**config.mk**
```make
export PLATFORM = sky130hd
export DESIGN_NAME = irq_hub
export DESIGN_NICKNAME = d
export VERILOG_FILES = /design/src/rtl/irq_hub_pkg.sv /design/src/rtl/irq_hub_gate.sv /design/src/rtl/irq_hub_arb.sv /design/src/rtl/irq_hub.sv
export SDC_FILE = /design/constraint.sdc
export NUM_CORES = 1
export LEC_CHECK = 0
export ABC_AREA = 1
export BUFFER_PORTS_ARGS = -buffer_cell sky130_fd_sc_hd__buf_2
export CAP_MARGIN = 5
export CORE_UTILIZATION = 60
export DETAILED_ROUTE_END_ITERATION = 10
export HOLD_SLACK_MARGIN = 0.15
export PLACE_DENSITY = 0.79
export SKIP_LAST_GASP = 1
export SLEW_MARGIN = 15
export SYNTH_ARGS = -nofsm -noshare
export SYNTH_HDL_FRONTEND = slang
export SYNTH_SLANG_ARGS = --single-unit
```
**constraint.sdc**
```tcl
create_clock -name clk -period 83.3 [get_ports clk]
set_input_delay 4.165 -clock clk [delete_from_list [all_inputs] [get_ports clk]]
set_output_delay 4.165 -clock clk [all_outputs]
set_load 0.05 [all_outputs]
```
**src/rtl/irq_hub_pkg.sv**
```systemverilog
package irq_hub_pkg;
  localparam int ADDR_W     = 22;
  localparam int DATA_W     = 32;
  localparam int EN_BASE    = 32'h0000_2000;
  localparam int EN_STRIDE  = 32'h80;
  localparam int CTX_BASE   = 32'h0020_0000;
  localparam int CTX_STRIDE = 32'h1000;
  localparam int CLAIM_OFS  = 4;

  function automatic int id_width(input int n);
    return (n <= 2) ? 1 : $clog2(n);
  endfunction
endpackage

```
**src/rtl/irq_hub_gate.sv**
```systemverilog
module irq_hub_gate #(
  parameter int NSRC = 32,
  parameter int IDW  = 5
) (
  input  logic            clk,
  input  logic            rst,
  input  logic [NSRC-1:0] src_req,
  input  logic            take_en,
  input  logic [IDW-1:0]  take_id,
  input  logic            done_en,
  input  logic [IDW-1:0]  done_id,
  output logic [NSRC-1:0] pending,
  output logic [NSRC-1:0] in_service
);
  assign pending[0]    = 1'b0;
  assign in_service[0] = 1'b0;

  for (genvar i = 1; i < NSRC; i++) begin : g_src
    logic pend_q, svc_q;
    always_ff @(posedge clk) begin
      if (rst) begin
        pend_q <= 1'b0;
        svc_q  <= 1'b0;
      end else begin
        if (take_en && take_id == IDW'(i)) begin
          pend_q <= 1'b0;
          svc_q  <= 1'b1;
        end else begin
          if (src_req[i] && !pend_q && !svc_q) pend_q <= 1'b1;
          if (done_en && done_id == IDW'(i)) svc_q <= 1'b0;
        end
      end
    end
    assign pending[i]    = pend_q;
    assign in_service[i] = svc_q;
  end

  p_excl_r10: assert property (@(posedge clk) disable iff (rst)
    (pending & in_service) == '0);
  p_take_r7: assert property (@(posedge clk) disable iff (rst)
    (take_en && take_id != '0) |=> (in_service[$past(take_id)] && !pending[$past(take_id)]));
  p_done_r9: assert property (@(posedge clk) disable iff (rst)
    (done_en && done_id != '0 && in_service[done_id]) |=> !in_service[$past(done_id)]);
endmodule

```
**src/rtl/irq_hub_arb.sv**
```systemverilog
module irq_hub_arb #(
  parameter int NSRC = 32,
  parameter int PW   = 3,
  parameter int IDW  = 5
) (
  input  logic [NSRC-1:0]    pending,
  input  logic [NSRC-1:0]    enable,
  input  logic [NSRC*PW-1:0] prio_flat,
  input  logic [PW-1:0]      thr,
  output logic [IDW-1:0]     best_id,
  output logic               best_ok
);
  logic [PW-1:0] best_p;

  always_comb begin
    best_id = '0;
    best_ok = 1'b0;
    best_p  = thr;
    for (int i = 1; i < NSRC; i++) begin
      if (pending[i] && enable[i] && prio_flat[i*PW +: PW] > best_p) begin
        best_p  = prio_flat[i*PW +: PW];
        best_id = IDW'(i);
        best_ok = 1'b1;
      end
    end
  end
endmodule

```
**src/rtl/irq_hub.sv**
```systemverilog
module irq_hub
  import irq_hub_pkg::*;
#(
  parameter int NSRC = 32,
  parameter int NCTX = 2,
  parameter int PW   = 3
) (
  input  logic              clk,
  input  logic              rst,
  input  logic [NSRC-1:0]   src_req,
  input  logic              bus_rd,
  input  logic              bus_wr,
  input  logic [ADDR_W-1:0] bus_addr,
  input  logic [DATA_W-1:0] bus_wdata,
  output logic [DATA_W-1:0] bus_rdata,
  output logic [NCTX-1:0]   ctx_irq
);
  localparam int IDW = id_width(NSRC);
  localparam int CW  = (NCTX <= 1) ? 1 : $clog2(NCTX);
  localparam int WW  = ADDR_W - 2;

  logic [PW-1:0]     prio_q [NSRC];
  logic [NSRC-1:0]   en_q   [NCTX];
  logic [PW-1:0]     thr_q  [NCTX];
  logic [NSRC*PW-1:0] prio_flat;
  logic [NSRC-1:0]   pending, in_service;
  logic [IDW-1:0]    best_id [NCTX];
  logic [NCTX-1:0]   best_ok;

  logic [WW-1:0]     word;
  logic              hit_prio;
  logic [IDW-1:0]    prio_idx;
  logic [NCTX-1:0]   hit_en, hit_thr, hit_clm;
  logic [CW-1:0]     clm_ctx;
  logic              take_en, done_en;
  logic [IDW-1:0]    take_id, done_id;
  logic              any_hit;
  logic [DATA_W-1:0] rd_val;

  assign word     = bus_addr[ADDR_W-1:2];
  assign hit_prio = (word < WW'(NSRC));
  assign prio_idx = bus_addr[IDW+1:2];

  for (genvar c = 0; c < NCTX; c++) begin : g_dec
    localparam logic [WW-1:0] EN_W  = WW'((EN_BASE + c*EN_STRIDE) >> 2);
    localparam logic [WW-1:0] THR_W = WW'((CTX_BASE + c*CTX_STRIDE) >> 2);
    localparam logic [WW-1:0] CLM_W = WW'((CTX_BASE + c*CTX_STRIDE + CLAIM_OFS) >> 2);
    assign hit_en[c]  = (word == EN_W);
    assign hit_thr[c] = (word == THR_W);
    assign hit_clm[c] = (word == CLM_W);
  end

  for (genvar i = 0; i < NSRC; i++) begin : g_flat
    assign prio_flat[i*PW +: PW] = prio_q[i];
  end

  always_comb begin
    clm_ctx = '0;
    for (int c = 0; c < NCTX; c++) if (hit_clm[c]) clm_ctx = CW'(c);
  end

  assign any_hit = hit_prio | (|hit_en) | (|hit_thr) | (|hit_clm);
  assign take_en = bus_rd && (|hit_clm) && best_ok[clm_ctx];
  assign take_id = best_ok[clm_ctx] ? best_id[clm_ctx] : '0;
  assign done_en = bus_wr && (|hit_clm) && (bus_wdata < DATA_W'(NSRC));
  assign done_id = bus_wdata[IDW-1:0];

  irq_hub_gate #(.NSRC(NSRC), .IDW(IDW)) u_gate (
    .clk(clk), .rst(rst), .src_req(src_req),
    .take_en(take_en), .take_id(take_id),
    .done_en(done_en), .done_id(done_id),
    .pending(pending), .in_service(in_service)
  );

  for (genvar c = 0; c < NCTX; c++) begin : g_ctx
    irq_hub_arb #(.NSRC(NSRC), .PW(PW), .IDW(IDW)) u_arb (
      .pending(pending), .enable(en_q[c]), .prio_flat(prio_flat),
      .thr(thr_q[c]), .best_id(best_id[c]), .best_ok(best_ok[c])
    );

    always_ff @(posedge clk) begin
      if (rst) begin
        en_q[c]    <= '0;
        thr_q[c]   <= '0;
        ctx_irq[c] <= 1'b0;
      end else begin
        ctx_irq[c] <= best_ok[c];
        if (bus_wr && hit_en[c])  en_q[c]  <= bus_wdata[NSRC-1:0] & ~NSRC'(1);
        if (bus_wr && hit_thr[c]) thr_q[c] <= bus_wdata[PW-1:0];
      end
    end

    p_mask_r6: assert property (@(posedge clk) disable iff (rst)
      (thr_q[c] == '1) |=> !ctx_irq[c]);
  end

  always_ff @(posedge clk) begin
    if (rst) begin
      for (int i = 0; i < NSRC; i++) prio_q[i] <= '0;
    end else if (bus_wr && hit_prio && prio_idx != '0) begin
      prio_q[prio_idx] <= bus_wdata[PW-1:0];
    end
  end

  always_comb begin
    rd_val = '0;
    if (hit_prio) rd_val = DATA_W'(prio_q[prio_idx]);
    for (int c = 0; c < NCTX; c++) begin
      if (hit_en[c])  rd_val = DATA_W'(en_q[c]);
      if (hit_thr[c]) rd_val = DATA_W'(thr_q[c]);
      if (hit_clm[c]) rd_val = DATA_W'(take_id);
    end
  end

  always_ff @(posedge clk) begin
    if (rst) bus_rdata <= '0;
    else     bus_rdata <= bus_rd ? rd_val : '0;
  end

  p_unmapped_r11: assert property (@(posedge clk) disable iff (rst)
    (bus_rd && !any_hit) |=> bus_rdata == '0);
endmodule

```
==> run summary <==
Total wire length: 59200 µm
Clock Path Buffers: 3
Die ar.: 31300 µm²
Worst Hold Path EP: u_gate.g_src[6].svc_q
Post-CTS Setup Inserts: 0
Die W: 176.9 µm
R2R cell count: 199
Crit end category: register
Hold depth: 2
Maximum capacitance violations: 0
CTS buffer count: 29
Hpwl dp: 44670 µm
Sum Neg Setup Slack: 0 ps
Ant diodes: 0
Status: finished clean
Clock-pin slew on the worst setup and hold paths: 60 ps
Die height: 176.9 µm
Final Max Slew Viols: 0
Total congestion overflow: 0
Post-synth top area share: 26.83%
Row cnt: 63
Seq/Total Area, Yosys: 37.30%
Routed Antenna Nets: 0
Hold Fails Final Rpt: 0
Synth cell types: 56
Worst-Margin Slew: 1156 ps
CTS tree: yes
Nets: 2705
Layout cells sized above 1: 18.64%
Power Dens Cells: 22.56 nW/µm²
Internal power: 0.2758 mW
Worst Setup Path Type: reg2reg
Worst Skew: 16.41 ps
Layout Utilization: 67.77%
Maximum fanout along the worst path: 18
# H-tree levels: 1
Part of the power in the clock network: 28.3%
Most frequent CP cell: o21ai_0
Yosys Warn Count: 0
Layout area overhead: 10.30%
Port Buffers: 120
FF-to-FF Start: prio_q[1][2]
Logic pwr share: 39.3%
Top cells by area, synth: edfxtp_1 (27%), dfxtp_1 (10%), nand2_1 (8.6%)
Main synth FF type: edfxtp_1
Syn Area/Cell: 7.572 µm²
Initial antenna violation count: 0
First-pass GRT wire length: 90690 µm
1st-pass router iterations: 6
Routed wire length per instance: 20.04 µm
Sequential share of power: 32.4%
CP max stage delay: 520 ps
Post_cts resized: 0
Slew Limit Headroom: 22.20%
Reg2reg setup slack: 48070 ps
GPL Wtd Cong: 1.008
Period utilization: 42.30%
GRT Total Usage: 37.95%
WP data required: 83800 ps
FFs w/ async S/R, synth: 0%
Total power draw: 0.4566 mW
Post-synthesis register bit count: 260
Sw power: 0.1808 mW
Avg Vias per Cell: 6.055
RSZ-0062 raised after global routing: no
Mapped Area: 18360 µm²
Core area: 29870 µm²
Worst skew pair latency: 580 ps
R2r endpoint: u_gate.g_src[9].pend_q
Starting Density: 61.44%
HP Class: reg2reg
Top-count cell post-synth: nand2_1
Fmax: 0.02838 GHz
# DRC: 0
Slowest cell on crit path: edfxtp_1
CTS Sinks: 260
VDD IR max: 18.81 µV
Vias in the first global route: 16760
Cts hold-fix bufs: 0
Vias: 17890
Synthesized instance count: 2424
Most area-hungry cell type in the Yosys netlist: edfxtp_1
Iter 0 DRT Violations: 2098
Tmin final: 35230 ps
Worst Min Path Start: u_gate.g_src[6].svc_q
Root Driver: clkbuf_16
Post-synth EDFFs: 164
IO Pins: 124
Largest net degree at the start of global routing: 59
Sw Share: 39.60%
Arrival time at the worst endpoint: 35730 ps
Final setup viols: 0
Worst setup SP type: register
Leakage: 9.504 nW
Top post-synthesis cells by count: nand2_1 (421), inv_1 (293), nor2_1 (281)
[state kept, by name, summed over array words and instances, names as in the netlist]
name	cells
prio_q	96
en_q	62
bus_rdata	32
u_gate.g_src.pend_q	31
u_gate.g_src.svc_q	31
thr_q	6
ctx_irq	2
[area by class of cell]
| class | instances | area [µm²] |
|---|---|---|
| multi-input combinational | 1781 | 9972 |
| fill | 2599 | 9629 |
| sequential | 260 | 6847 |
| inverter | 328 | 1241 |
| timing repair buffer | 141 | 758.2 |
| clock buffer | 35 | 748.2 |
| tap | 390 | 488.0 |
| clock inverter | 19 | 191.4 |
[cell families (layout without fill, tap and decap cells)]
group,Yosys count,in the layout,share of synthesized area (%)
buf+inv,385,523,8.534
compound gates,491,491,16.45
simple gates,1213,1213,32.65
flops,260,260,37.30
other cells,1,3,0.02043
fa+ha+maj,74,74,5.044
[layout by cell type, fill, tap and decap left out, drive strengths merged]
cell type / instances
a21boi: 3
inv: 322
ha: 74
nand2: 592
o32ai: 9
a221oi: 6
a21oi: 142
bufinv: 3
clkinv: 20
o21ai: 177
clkinvlp: 2
o21bai: 15
nor2: 290
edfxtp: 164
a22o: 6
dfxtp: 96
or2: 6
nand4: 12
o32a: 1
a22oi: 23
conb: 3
a31oi: 20
a211oi: 16
o221ai: 21
o31ai: 26
clkbuf: 35
nand3: 237
nor3: 68
buf: 141
o22ai: 4
o41ai: 15
a32o: 1
nor4: 8
o211ai: 6
[how the worst max path moves through the flow]
stage | endpoint | depth (start not counted) | start | slack [ps]
5_1_grt | u_gate.g_src[9].pend_q | 199 | prio_q[1][2] | 44700
3_5_place_dp | u_gate.g_src[9].pend_q | 199 | prio_q[1][2] | 48630
4_1_cts | u_gate.g_src[9].pend_q | 199 | prio_q[1][2] | 48420
2_1_floorplan | u_gate.g_src[22].svc_q | 202 | prio_q[1][2] | 53270
3_3_place_gp | u_gate.g_src[9].pend_q | 199 | prio_q[1][2] | 49280
6_report | u_gate.g_src[9].pend_q | 199 | prio_q[1][2] | 48070
[metrics by stage]
stage,cells,setup slack [ps],hold slack [ps],instance area (µm²)
2_1_floorplan,2426,53270,439.3,18360
5_1_grt,2954,44700,478.0,20250
3_5_place_dp,2900,48630,451.3,19310
4_1_cts,2954,48420,459.1,20250
3_3_place_gp,2900,49280,446.9,19310
6_report,2954,48070,467.7,20250
[critical path: cells and delay by family, from the launching register on]
kind / cells / cell delay, ps
AO/OA/AOI/OAI: 60 / 13840
adder cells (fa/ha/maj): 31 / 9380
buffers and inverters: 13 / 980
flip-flops: 1 / 520
AND/OR/NAND/NOR: 95 / 10400
[per-layer routing]
layer	global-route usage, %	wire length [µm]
met3	7.324	6566
met2	58.76	25310
met1	51.39	24360
met4	16.99	2961
met5	0	0
[power by group through the flow]
stage          clock network [mW]  registers, mW  logic [mW]
5_1_grt                     0.134          0.148       0.199
6_report                    0.129          0.148       0.180
3_5_place_dp                    0          0.150       0.176
2_1_floorplan                   0          0.148       0.138
4_1_cts                     0.129          0.148       0.177
3_3_place_gp                    0          0.150       0.171
Power figures use the tool's default switching activity.
